`config.mk`:
```
export PLATFORM = sky130hd
export DESIGN_NAME = wave_timer_chan
export DESIGN_NICKNAME = d
export VERILOG_FILES = /design/src/rtl/wtc_pkg.sv /design/src/rtl/wtc_tick_gen.sv /design/src/rtl/wtc_counter.sv /design/src/rtl/wave_timer_chan.sv
export SDC_FILE = /design/constraint.sdc
export NUM_CORES = 1
export LEC_CHECK = 0
export BUFFER_PORTS_ARGS = -buffer_cell sky130_fd_sc_hd__clkbuf_2
export CORE_ASPECT_RATIO = 1.25
export CORE_MARGIN = 1.5
export CORE_UTILIZATION = 53
export CTS_CLUSTER_DIAMETER = 60
export DETAILED_ROUTE_END_ITERATION = 7
export HOLD_SLACK_MARGIN = 0.03
export PLACE_DENSITY_LB_ADDON = 0.05
export SLEW_MARGIN = 20
export SYNTH_ARGS = -nofsm -noshare
export SYNTH_HDL_FRONTEND = slang
export SYNTH_SLANG_ARGS = --single-unit
```
`constraint.sdc`:
```
create_clock -name clk -period 2 [get_ports clk]
set_input_delay 0.4 -clock clk [delete_from_list [all_inputs] [get_ports clk]]
set_output_delay 0.4 -clock clk [all_outputs]
set_load 0.01 [all_outputs]
```
`src/rtl/wtc_pkg.sv`:
```
// Package: shared register addresses, mode layout and flag positions for
// the waveform timer channel. Assumes a 3-bit register address.
package wtc_pkg;
    localparam logic [2:0] A_MODE = 3'd0;
    localparam logic [2:0] A_LOW  = 3'd1;
    localparam logic [2:0] A_PER  = 3'd2;
    localparam logic [2:0] A_CNT  = 3'd3;
    localparam logic [2:0] A_CMD  = 3'd4;
    localparam logic [2:0] A_IEN  = 3'd5;
    localparam logic [2:0] A_IDIS = 3'd6;
    localparam logic [2:0] A_STAT = 3'd7;

    localparam int CMD_START = 0;
    localparam int CMD_STOP  = 1;
    localparam int CMD_TRIG  = 2;

    localparam int NFLAG    = 2;
    localparam int FLG_LOW  = 0;
    localparam int FLG_PER  = 1;
    localparam int STAT_RUN = 8;

    localparam int NSRC = 6;

    typedef struct packed {
        logic       clr_on_per;
        logic       set_on_low;
        logic       stop_on_per;
        logic       restart_on_per;
        logic [2:0] src_sel;
    } mode_t;
endpackage

```
`src/rtl/wtc_tick_gen.sv`:
```
// Module: time-base selector. A free-running prescaler gives four divided
// count enables (divide by 2, 8, 32, 128); two input edge detectors give
// the slow and external enables. Assumes both inputs are already
// synchronous to clk. Output is a one-cycle count enable.
module wtc_tick_gen #(
    parameter int NDIV    = 4,
    parameter int PRESC_W = 2 * NDIV - 1
) (
    input  logic       clk,
    input  logic       rst_n,
    input  logic [2:0] src_sel,
    input  logic       slow_in,
    input  logic       ext_in,
    output logic       tick
);
    import wtc_pkg::*;

    logic [PRESC_W-1:0] presc;
    logic               slow_q;
    logic               ext_q;
    logic [NSRC-1:0]    src;

    // Prescaler and previous-level registers for the edge detectors.
    always_ff @(posedge clk) begin
        if (!rst_n) begin
            presc  <= '0;
            slow_q <= 1'b0;
            ext_q  <= 1'b0;
        end else begin
            presc  <= presc + 1'b1;
            slow_q <= slow_in;
            ext_q  <= ext_in;
        end
    end

    // One enable per divider: low 2*i+1 prescaler bits all ones.
    for (genvar i = 0; i < NDIV; i++) begin : g_div
        localparam int LB = 2 * i + 1;
        assign src[i] = &presc[LB-1:0];
    end

    assign src[NDIV]   = slow_in & ~slow_q;
    assign src[NDIV+1] = ext_in  & ~ext_q;

    // Pick the selected enable; unused codes give no counts.
    always_comb begin
        tick = 1'b0;
        if (int'(src_sel) < NSRC) tick = src[src_sel];
    end
endmodule

```
`src/rtl/wtc_counter.sv`:
```
// Module: 16-bit up counter with run state, trigger, period restart and
// one-shot stop. Compare events are reported only on a count event of a
// running counter that is not overridden by a trigger.
module wtc_counter #(
    parameter int W = 16
) (
    input  logic         clk,
    input  logic         rst_n,
    input  logic         tick,
    input  logic         cmd_start,
    input  logic         cmd_stop,
    input  logic         cmd_trig,
    input  logic         restart_on_per,
    input  logic         stop_on_per,
    input  logic [W-1:0] low_thr,
    input  logic [W-1:0] per_thr,
    output logic [W-1:0] cnt,
    output logic         running,
    output logic         low_hit,
    output logic         per_hit
);
    logic step;

    // A count event only acts when running and not overridden by a trigger.
    assign step    = running & tick & ~cmd_trig;
    assign low_hit = step & (cnt == low_thr);
    assign per_hit = step & (cnt == per_thr);

    // Count register: trigger, period restart, one-shot hold, increment.
    always_ff @(posedge clk) begin
        if (!rst_n)                         cnt <= '0;
        else if (cmd_trig)                  cnt <= '0;
        else if (per_hit && restart_on_per) cnt <= '0;
        else if (per_hit && stop_on_per)    cnt <= cnt;
        else if (step)                      cnt <= cnt + 1'b1;
    end

    // Run state: stop command wins, then start, then one-shot stop.
    always_ff @(posedge clk) begin
        if (!rst_n)                      running <= 1'b0;
        else if (cmd_stop)               running <= 1'b0;
        else if (cmd_start)              running <= 1'b1;
        else if (per_hit && stop_on_per) running <= 1'b0;
    end
endmodule

```
`src/rtl/wave_timer_chan.sv`:
```
// Module: top of the waveform timer channel. Holds the register file,
// status flags, interrupt mask and waveform output; instantiates the
// time-base selector and the counter. Reads are registered (one cycle).
module wave_timer_chan #(
    parameter int W    = 16,
    parameter int NDIV = 4
) (
    input  logic         clk,
    input  logic         rst_n,
    input  logic         ext_in,
    input  logic         slow_in,
    input  logic         wr_en,
    input  logic         rd_en,
    input  logic [2:0]   addr,
    input  logic [W-1:0] wdata,
    output logic [W-1:0] rdata,
    output logic         wave_o,
    output logic         irq_o
);
    import wtc_pkg::*;

    localparam int MODE_W = $bits(mode_t);

    mode_t            mode_q;
    logic [W-1:0]     low_q;
    logic [W-1:0]     per_q;
    logic [NFLAG-1:0] mask_q;
    logic [NFLAG-1:0] flags_q;
    logic [W-1:0]     cnt;
    logic             running;
    logic             low_hit;
    logic             per_hit;
    logic             tick;
    logic             wr_cmd;
    logic             rd_stat;

    assign wr_cmd  = wr_en && (addr == A_CMD);
    assign rd_stat = rd_en && (addr == A_STAT);

    wtc_tick_gen #(.NDIV(NDIV)) u_tick (
        .clk     (clk),
        .rst_n   (rst_n),
        .src_sel (mode_q.src_sel),
        .slow_in (slow_in),
        .ext_in  (ext_in),
        .tick    (tick)
    );

    wtc_counter #(.W(W)) u_cnt (
        .clk            (clk),
        .rst_n          (rst_n),
        .tick           (tick),
        .cmd_start      (wr_cmd & wdata[CMD_START]),
        .cmd_stop       (wr_cmd & wdata[CMD_STOP]),
        .cmd_trig       (wr_cmd & wdata[CMD_TRIG]),
        .restart_on_per (mode_q.restart_on_per),
        .stop_on_per    (mode_q.stop_on_per),
        .low_thr        (low_q),
        .per_thr        (per_q),
        .cnt            (cnt),
        .running        (running),
        .low_hit        (low_hit),
        .per_hit        (per_hit)
    );

    // Writable configuration registers and interrupt mask.
    always_ff @(posedge clk) begin
        if (!rst_n) begin
            mode_q <= '0;
            low_q  <= '0;
            per_q  <= '0;
            mask_q <= '0;
        end else if (wr_en) begin
            case (addr)
                A_MODE:  mode_q <= mode_t'(wdata[MODE_W-1:0]);
                A_LOW:   low_q  <= wdata;
                A_PER:   per_q  <= wdata;
                A_IEN:   mask_q <= mask_q | wdata[NFLAG-1:0];
                A_IDIS:  mask_q <= mask_q & ~wdata[NFLAG-1:0];
                default: ;
            endcase
        end
    end

    // Status flags: cleared by a status read, new matches set afterwards.
    always_ff @(posedge clk) begin
        if (!rst_n) flags_q <= '0;
        else        flags_q <= (rd_stat ? '0 : flags_q) | {per_hit, low_hit};
    end

    // Waveform output: period-match clear takes priority over low-match set.
    always_ff @(posedge clk) begin
        if (!rst_n)                             wave_o <= 1'b0;
        else if (per_hit && mode_q.clr_on_per)  wave_o <= 1'b0;
        else if (low_hit && mode_q.set_on_low)  wave_o <= 1'b1;
    end

    // Registered read port.
    always_ff @(posedge clk) begin
        if (!rst_n) rdata <= '0;
        else if (rd_en) begin
            rdata <= '0;
            case (addr)
                A_MODE: rdata[MODE_W-1:0] <= mode_q;
                A_LOW:  rdata <= low_q;
                A_PER:  rdata <= per_q;
                A_CNT:  rdata <= cnt;
                A_IEN:  rdata[NFLAG-1:0] <= mask_q;
                A_STAT: begin
                    rdata[NFLAG-1:0] <= flags_q;
                    rdata[STAT_RUN]  <= running;
                end
                default: ;
            endcase
        end
    end

    assign irq_o = |(flags_q & mask_q);
endmodule

```
; ---- Yosys cells after proc, flatten, opt, wreduce, memory -nomap -nowiden
; Index checks and enable logic that the tools add are counted.
; Widths: inputs -> output; s select.
[classes]
n_div = 0
shift = 0
bitwise = 19
n_lt_le_gt_ge = 2
n_mul = 0
n_reduce_logical = 21
n_eq_ne = 9
mux = 12
n_addsub = 2
[ops]
columns = op, count
row1 = $eq 16x16->1, 2
row2 = $pmux 7 s3, 1
row3 = $pmux 5 s4, 1
row4 = $add 16x1->16 const B, 1
row5 = $eq 3x3->1 const B, 4
row6 = $pmux 2 s6, 1
row7 = $reduce_and 2->1, 5
row8 = $and 1x1->1, 9
row9 = $add 7x1->7 const B, 1
row10 = $reduce_and 7->1, 1
row11 = $eq 3x2->1 const B, 2
row12 = $logic_and 1x1->1, 6
row13 = $reduce_or 2->1, 3
row14 = $not 1->1, 5
row15 = $reduce_and 5->1, 1
row16 = $and 2x2->2, 2
row17 = $lt 3x4->1 const B, 1
row18 = $mux 1, 4
row19 = $or 2x2->2, 2
row20 = $pmux 1 s4, 1
row21 = $pmux 2 s2, 1
row22 = $reduce_bool 2->1, 2
row23 = $bmux 1 s3, 1
row24 = $eq 3x1->1 const B, 1
row25 = 7 further kinds, 7
[totals]
elab_cells = 81
in_bits = 25
mem_count = 0
latchBits = 0
mem_bits_ro = 0
mem_bits_rw = 0
out_inout_bits = 18
reg_bits = 86

; ---- Logic depth before layout (Yosys ltp)
; Gate-level depths: netlist of run 1.
[logic_depth]
word_depth = 11
ltp_mapped = 11
mapped_depth_nobuf = 10

; ---- Modules after synthesis
; A second synthesis of run 1 with hierarchy kept.
[unflattened]
cells_unflattened = 512
area_unflattened_um2 = 4366.7
[by_module_without_submodules]
columns = mod, area_each_um2, instances, seq_area_each_um2, cells_each
row1 = wave_timer_chan, 2670.1, 1, 1201.2, 319
row2 = wtc_counter, 1293.7, 1, 340.3, 150
row3 = wtc_tick_gen, 402.9, 1, 180.2, 43

; ---- Worst setup path before layout of run 1
; No wires, ideal clock.
[synth_timing]
kind = reg-to-reg
start = reg u_tick.presc[0]
end = reg u_cnt.cnt[14]
period_less_slack_ns = 2.145
arrival_ns = 2.075
path_stages_with_launch = 11
required_ns = 1.930
setup_slack_ns = -0.145
n_path_buf = 0
cell_sequence = dfxtp_1 -> ha_1 -> nand3_1 -> inv_1 -> ha_1 -> mux2i_1 -> a221oi_4 -> o211ai_4 -> a211o_1 -> or3_1 -> a21oi_1
[synth_via]
elab_chain_len = 10
[synth_rtl]
columns = item, line_no
row1 = start: declaration, wtc_tick_gen.sv:18  ; logic [PRESC_W-1:0] presc;
row2 = start signal: assignment, wtc_tick_gen.sv:30  ; presc <= presc + 1'b1;
row3 = "$reduce_and 7->1, or another cell as far along", wtc_tick_gen.sv:39  ; assign src[i] = &presc[LB-1:0];
row4 = $bmux 1 s3 *, wtc_tick_gen.sv:48  ; if (int'(src_sel) < NSRC) tick = src[src_sel];
row5 = $mux 1 (not written as such) *, wtc_tick_gen.sv:48
row6 = $mux 1 *, wtc_tick_gen.sv:48
row7 = $and 1x1->1 * (2 in series), wtc_counter.sv:25  ; assign step = running & tick & ~cmd_trig;
row8 = $and 1x1->1, wtc_counter.sv:27  ; assign per_hit = step & (cnt == per_thr);
row9 = $logic_and 1x1->1, wtc_counter.sv:34  ; else if (per_hit && stop_on_per) cnt <= cnt;
row10 = $not 1->1 (no line), n/a
row11 = $reduce_and 2->1 (no line), n/a
row12 = end signal: assignment, wtc_counter.sv:34
row13 = end signal: assignment, wtc_counter.sv:35  ; else if (step) cnt <= cnt + 1'b1;
row14 = end: declaration, wtc_counter.sv:17  ; output logic [W-1:0] cnt,
; Every way passes the cells marked *; elsewhere a longest branch is shown, timed or not. The select of a mux whose other input is x is not followed.
; A chain may end at the register's enable or synchronous reset.

; ---- Worst setup path in the final report of run 1
[layout_timing]
start = reg u_tick.presc[1]
end = reg u_cnt.cnt[13]
; Same word-level chain as after synthesis.

==> run summary, run 1 <==
By area the synthesized netlist is led by sky130_fd_sc_hd__dfxtp_1 (40%), sky130_fd_sc_hd__nand2_1 (6.8%), sky130_fd_sc_hd__a21oi_1 (6.6%), sky130_fd_sc_hd__xnor2_1 (6.3%), sky130_fd_sc_hd__nor2_1 (5.6%). The peak supply drop is 0.4654 mV. The effective utilization at floorplan came out at 0.5509. At the end of routability-driven placement, the weighted congestion stood at 0.8623.

The type of element capturing the critical path is a flip-flop. The global-route congestion overflow total came out at 0. In the final layout, the share of cells above drive strength 1 is 0.2795. Of the total synthesized cell area, the portion taken by AND, OR, NAND and NOR gates is 0.2054. Measured against the total synthesized area, the mux share comes to 0.08548. The sequential cell area fraction in the yosys report came out at 0.3987. Detailed routing inserted a total of 3,799 vias.

Setup violations remaining at the end of the flow were counted as 20. The initial antenna violation count came to 0. The detail route stage leaves a number of antenna-violating nets equal to 0. The worst setup path is of the reg2reg kind.

The clock net in this run drives a total of 86 sinks. The via count of the first global-routing pass is 3,712. After synthesis, the largest family of logic cells by area is simple AND/OR/NAND/NOR gates.

From left edge to right edge, the die measures 83.73 µm. The DRC violation count after routing came out at 0. The number of detailed-routing iterations run before antenna repair is 4.

Of the total power, registers draw 0.522. The source-to-sink clock delay at the later pin of the worst-skew pair came out at 0.37 ns. Using the TritonRoute via totals, the vias-per-cell ratio works out to 5.662. In this run the clock root is driven by a sky130_fd_sc_hd__clkbuf_8. The number of endpoints with negative hold slack in the final report is 0. The number of core rows is 36. The total track usage is 0.2880. The minimum clock period after layout came out at 2.172 ns. The complex-gate fraction of the synthesized area came to 0.1518. The combinational cell fraction of total power is 0.105. The maximum clock frequency is 460.4 MHz. The worst pin sits at a relative slew slack of 0.2313. The checks that failed: setup timing. Pin placement for this block handled 43 I/O pins.

The share of flip-flops with an asynchronous set or reset after synthesis is 0. The adder and majority gate portion of the synthesized area came out at 0.01159. Setup repair after global routing could not meet its margin everywhere.

In this run the vertical extent of the chip is 103.9 µm. The average routed wire per standard cell is 18.21 µm. The gate count after technology mapping came out at 501. The HPWL after detailed placement came out at 8726 µm.

The net switching fraction of the power came out at 0.2556. The biggest area contributor in the post-synthesis netlist is sky130_fd_sc_hd__dfxtp_1. The total detailed-routing wirelength came out at 12,220 µm. The post-layout utilization of the core came out at 0.6726. The number of antenna diodes in the final layout is 0. The internal cell power is 0.002525 W. The number of buffers between clock root and the deepest sink is 2. The count of final max-slew check failures is 0. Dividing the final minimum period by the clock period gives 1.086. The flow ran to the end, but the final reports show violations. The post-synth net total is 530. After detailed placement, the design holds a cell count of 650.

Across the routed clock network, the largest skew measured is 0.007094 ns. The number of buffers added on ports is 42. The clock tree synthesis step divided the H-tree into 3 levels. The worst hold-check path type is in2reg. The first global-routing pass estimated 19,360 µm of wire. The number of nets in the layout came out at 600.

Yosys instantiated no cell more often than sky130_fd_sc_hd__dfxtp_1. The post-synthesis cell area came out at 4318 µm². The register clock-pin slew on the reported worst setup and hold paths came out at 0.08 ns.

The ratio of total power to cell area came out at 643.5 nW/µm². In this run, post-CTS hold repair placed 0 buffers. Of the post-synthesis cell area, the dominant cell type holds 0.3987. After synthesis, the most frequently instantiated cells are sky130_fd_sc_hd__dfxtp_1 (86), sky130_fd_sc_hd__nand2_1 (78), sky130_fd_sc_hd__nor2_1 (64), sky130_fd_sc_hd__a21oi_1 (57), sky130_fd_sc_hd__xnor2_1 (31).

TritonCTS built the clock tree. The count of distinct cell types in the synthesized netlist is 50. The layout-stage area growth over the synthesis result is 22.08%. The total CTS buffers is 9. The total number of yosys warnings came out at 0. The post-synthesis area per instance came out at 8.619 µm². The transition time of the tightest slew-check pin came out at 1.152 ns. The worst setup slack after layout is -0.1720 ns. The XOR/XNOR share of the synthesized area is 0.09939. The non-filler instance count after layout came out at 671.

The slack of the worst reg-to-reg path came out at -0.17 ns. The share of total power dissipated in the clock network is 0.373. The first-iteration detailed-routing DRC count came out at 260. STA puts the critical path data arrival time at 2.43 ns. The startpoint type of the worst setup path is a flip-flop. The commonest register cell after synthesis is sky130_fd_sc_hd__dfxtp_1. The critical path data required time is 2.26 ns. The power spent charging and discharging nets is 0.0008672 W.

The core box area is 7838 µm². The number of enable flip-flop cells after synthesis came out at 0. Summed over all cells, the static leakage comes to 1.998 nW.

The floorplan step defined a die boundary enclosing 8701 µm². Entering global routing, the biggest net connects 44 pins. The total of flip-flops plus latches after synthesis came out at 86. The top fanout value on the critical path is 8. The max-capacitance violation count came out at 0.
## per-stage QoR
step	hold WS (ns)	worst slack [ns]	cell area [µm²]	setup TNS [ns]	total power, W
after global routing	0.2534	-0.3225	5271	-4.598	0.003511
after CTS	0.2293	-0.1668	5195	-1.292	0.003399
final	0.2374	-0.1720	5271	-2.566	0.003392
after detailed placement	0.4748	-0.2149	4888	-2.204	0.002134
after global placement	0.4692	-0.1655	4888	-1.001	0.002129
after floorplan	0.4277	-0.003759	4342	-0.006072	0.001994
## flip-flops by register name, indices dropped and copies added, names as in the netlist, named ones only
register       cells
low_q             16
per_q             16
rdata             16
u_cnt.cnt         16
mode_q             7
u_tick.presc       7
flags_q            2
u_cnt.running      1
u_tick.ext_q       1
u_tick.slow_q      1
wave_o             1
## critical path, stage by stage, from the launching register on
cell and delay (ns):
sky130_fd_sc_hd__dfxtp_2 0.36, sky130_fd_sc_hd__ha_4 0.15, sky130_fd_sc_hd__nand3_4 0.08, sky130_fd_sc_hd__inv_2 0.07, sky130_fd_sc_hd__ha_4 0.13, sky130_fd_sc_hd__mux2i_4 0.07
sky130_fd_sc_hd__a221oi_4 0.31, sky130_fd_sc_hd__o211ai_4 0.19, sky130_fd_sc_hd__buf_4 0.19, sky130_fd_sc_hd__nor2b_4 0.13, sky130_fd_sc_hd__a221o_2 0.30, sky130_fd_sc_hd__nor2_1 0.08
## area by class of cell
cell class                 count  area [µm²]
multi-input combinational    370        2561
sequential                    86        1724
clock inverter                 3       42.54
tap                           95       118.9
clock buffer                  13       158.9
timing repair buffer          96       635.6
inverter                       8       30.03
fill                         685        2566
## kinds of logic (layout without fill, tap and decap cells)
group | Yosys count | count (layout)
mux | 29 | 29
simple gates | 194 | 194
xor+xnor | 49 | 49
buf+inv | 46 | 120
compound gates | 93 | 94
fa+ha+maj | 4 | 4
flops | 86 | 86
## power by group through the flow
| stage | clock [W] | combinational (W) | sequential, W |
|---|---|---|---|
| detailed placement | 0 | 0.000323 | 0.00181 |
| floorplan | 0 | 0.000190 | 0.00180 |
| global placement | 0 | 0.000320 | 0.00181 |
| finish | 0.00126 | 0.000356 | 0.00177 |
| CTS | 0.00128 | 0.000343 | 0.00177 |
| global route | 0.00135 | 0.000385 | 0.00178 |
## placed cells by master, fill, tap and decap left out, drive strengths merged, types with 4 or more instances in the layout
master / Yosys / routed
a2111oi: 8 / 8
a211oi: 6 / 6
a21oi: 57 / 57
a22oi: 10 / 10
and2: 6 / 6
buf: 22 / 54
clkbuf: 16 / 55
dfxtp: 86 / 86
ha: 4 / 4
inv: 7 / 7
mux2: 13 / 13
mux2i: 11 / 11
mux4: 5 / 5
nand2: 78 / 78
nand3: 8 / 8
nand4: 11 / 11
nor2: 64 / 64
nor2b: 8 / 8
nor4: 5 / 5
xnor2: 31 / 31
xor2: 18 / 18
## timing repair
item / CTS / global route
cloned: 1 / 0
gates resized for setup: 15 / 12
setup endpoints to repair: 18 / 20
setup buffers: 1 / 3
pin swaps: 5 / 3
## path summary, 6_finish.rpt
| path | startpoint | endpoint | cells after the start |
|---|---|---|---|
| max | u_tick.presc[1] | u_cnt.cnt[13] | 11 |
| min reg2reg | low_q[5] | low_q[5] | 2 |
| max reg2reg | u_tick.presc[1] | u_cnt.cnt[13] | 11 |
| min | ext_in | u_tick.ext_q | 2 |
## routing by layer
layer,track usage,wire length (µm)
met1,0.3509,4944
met2,0.4844,6135
met3,0.03413,594
met4,0.1733,544
met5,0,0
Power figures use the tool's default switching activity.
==> inputs of run 2 (changes only) <==
--- a/config.mk
+++ b/config.mk
@@ -8,7 +8,8 @@
 export BUFFER_PORTS_ARGS = -buffer_cell sky130_fd_sc_hd__clkbuf_2
 export CORE_ASPECT_RATIO = 1.25
 export CORE_MARGIN = 1.5
-export CORE_UTILIZATION = 53
+export CORE_UTILIZATION = 55
+export CTS_BUF_LIST = sky130_fd_sc_hd__clkbuf_2 sky130_fd_sc_hd__clkbuf_4 sky130_fd_sc_hd__clkbuf_8
 export CTS_CLUSTER_DIAMETER = 60
 export DETAILED_ROUTE_END_ITERATION = 7
 export HOLD_SLACK_MARGIN = 0.03
==> constraint.sdc (replaced) <==
create_clock -name clk -period 2 [get_ports clk]
set_input_delay 0.3 -clock clk [delete_from_list [all_inputs] [get_ports clk]]
set_output_delay 0.3 -clock clk [all_outputs]
set_load 0.01 [all_outputs]
==> run summary, run 2 (synthesis gave the netlist of run 1 again) <==
The effective utilization at floorplan came out at 0.5766. The clock sink count came out at 86. The peak supply drop came out at 0.4320 mV. The first-iteration detailed-routing DRC count came out at 259. Timing would allow up to 453.0 MHz. The static leakage came out at 2.009 nW. The placer congestion estimate is 0.9154. The area growth from synthesis to layout is 22.37%. The total detailed-routing wirelength is 12,190 µm. STA classifies the critical path startpoint as a flip-flop.

After detailed routing, the number of vias per cell comes to 5.766. The number of detailed-routing iterations run before antenna repair came out at 5. The core box area is 7488 µm². The average routed wire per standard cell came out at 18.30 µm. Measured along the y axis, the die boundary spans 102.1 µm.

Of the cells placed in the final design, the portion with a size suffix greater than 1 is 0.2909. The die outline area is 8395 µm². The worst register-to-register path ends at u_cnt.cnt[14]. The data arrival time of the critical path is 2.49 ns. Across the run, the number of max-cap violations was 0. The net count of the finished layout is 599. The post-layout instance area is 5284 µm². After clock tree synthesis, the flow added hold-fix buffers numbering 0.

For the final database, setup skew stands at 0.01240 ns. The deepest level of the CTS H-tree came out at 3. The number of buffers added on ports came out at 42.

The type of element capturing the critical path is a flip-flop. The final-report setup violation count came out at 18. The number of core rows came out at 35. The HPWL after detailed placement came out at 8576 µm. The global-route congestion overflow total is 0. The beginning of the worst hold path is slow_in. The top cell types in the final layout, fill and taps aside, are sky130_fd_sc_hd__dfxtp_1 (84), sky130_fd_sc_hd__nand2_1 (78), sky130_fd_sc_hd__a21oi_1 (56), sky130_fd_sc_hd__nor2_1 (56), sky130_fd_sc_hd__buf_4 (48). The worst hold path was traced through 2 stages. In this run the worst hold path is classified as in2reg. The final cycle utilization of the critical path came out at 1.104. The run finished, with violations left. The startpoint of the lowest-slack register-to-register path is u_tick.presc[1].

The total track usage is 0.3032. The number of buffers between clock root and the deepest sink came out at 2. The count of final max-slew check failures came out at 0. Clock tree synthesis inserted a total of 9 buffers. The worst setup slack after layout is -0.2076 ns. The placement-stage cell area is 4835 µm². CTS placed an instance of sky130_fd_sc_hd__clkbuf_8 at the clock tree root. The critical path data required time came out at 2.28 ns.

The worst hold slack is 0.1612 ns. The total power draw came out at 0.003384 W. The count of vias placed by the detailed router came out at 3,840. The floorplan die width is 82.25 µm. The register clock-pin slew on the reported worst setup and hold paths is 0.08 ns. The minimum clock period after layout came out at 2.208 ns. In this run the count of I/O pins placed on the die edge is 43.

The startpoint-to-endpoint class of the critical path is reg2reg. The wire length of the first global-routing pass came out at 18,850 µm. After detailed placement, the design holds a cell count of 642. The clock tree from TritonCTS is yes. The path with the worst hold slack has its endpoint at u_tick.slow_q. The antenna violation net count after detailed routing is 0. The slack of the worst reg-to-reg path is -0.21 ns. The accumulated negative setup slack is -2.784 ns. The initial antenna violation count is 0. The top fanout value on the critical path came out at 5. For the worst flop-to-flop path, the logic depth is 10. The via count of the first global-routing pass was 3,752. The ratio of total power to cell area is 640.5 nW/µm².

The finished layout holds 666 standard cells, fillers aside. The later pin in the worst-skew pair is clocked with a latency of 0.35 ns. The transition time of the tightest slew-check pin came out at 1.039 ns. The number of antenna diodes is 0.

The checks that failed: setup timing. Measured against its own limit, the worst slew margin works out to 0.3067. Setup repair after global routing could not meet its margin everywhere. Leaving out fill and tap cells, the most frequent cell in the layout is sky130_fd_sc_hd__dfxtp_1. The number of endpoints with negative hold slack in the final report is 0.

The DRC violation count after routing is 0. The maximum number of pins on one net before global-route repair is 43.
-- run 2: final cells by class --
| class | count | area (µm²) |
|---|---|---|
| Tap cell | 92 | 115.1 |
| Clock buffer | 12 | 158.9 |
| Multi-Input combinational cell | 370 | 2560 |
| Inverter | 8 | 30.03 |
| Timing Repair Buffer | 95 | 651.9 |
| Sequential cell | 86 | 1724 |
| Clock inverter | 3 | 43.79 |
| Fill cell | 592 | 2205 |
-- run 2: worst max path at each step --
stage | start | to | slack [ns] | depth (start not counted)
after floorplan | u_tick.presc[0] | u_cnt.cnt[14] | -0.004 | 10
after global routing | u_tick.presc[1] | u_cnt.cnt[5] | -0.34 | 11
after CTS | u_tick.presc[1] | u_cnt.cnt[11] | -0.18 | 11
after detailed placement | u_tick.presc[1] | u_cnt.cnt[15] | -0.19 | 11
final | u_tick.presc[1] | u_cnt.cnt[14] | -0.21 | 10
after global placement | u_tick.presc[1] | u_cnt.cnt[15] | -0.1 | 11
-- run 2: per-stage QoR --
step	util	setup slack [ns]
5_1_grt	0.7056	-0.3360
6_report	0.7056	-0.2076
4_1_cts	0.6962	-0.1785
3_3_place_gp	0.6456	-0.09503
2_1_floorplan	-	-0.003759
3_5_place_dp	0.6456	-0.1866
-- run 2: worst max-delay path, cell delays in order (launching register included) --
cell,delay [ns]
sky130_fd_sc_hd__dfxtp_2,0.36
sky130_fd_sc_hd__ha_4,0.14
sky130_fd_sc_hd__nand3_2,0.08
sky130_fd_sc_hd__inv_2,0.07
sky130_fd_sc_hd__ha_4,0.13
sky130_fd_sc_hd__mux2i_4,0.07
sky130_fd_sc_hd__a221oi_4,0.35
sky130_fd_sc_hd__o211ai_4,0.18
sky130_fd_sc_hd__a211o_1,0.33
sky130_fd_sc_hd__or3_1,0.31
sky130_fd_sc_hd__a21oi_1,0.11
-- run 2: what timing repair did --
item,4_1_cts,5_1_grt
resized for setup,15,20
buffers inserted,7,4
cloned,2,0
setup endpoints to repair,16,20
pin swaps,11,15
-- run 2: report_power, final --
part / switching (W) / total [W] / internal, W
logic: 0.000212 / 0.000354 / 0.000142
registers: 0.0000307 / 0.00177 / 0.00174
clock network: 0.000604 / 0.00126 / 0.000654
total: 0.000847 / 0.00338 / 0.00254
-- run 2: per-layer routing --
| metal | vias to the layer above | track usage | routed length, µm |
|---|---|---|---|
| met5 | - | 0 | 0 |
| met4 | 0 | 0.1525 | 487 |
| met3 | 32 | 0.05089 | 563 |
| met2 | 108 | 0.5253 | 6234 |
| met1 | 1849 | 0.3542 | 4901 |
| li1 | 1851 | - | - |
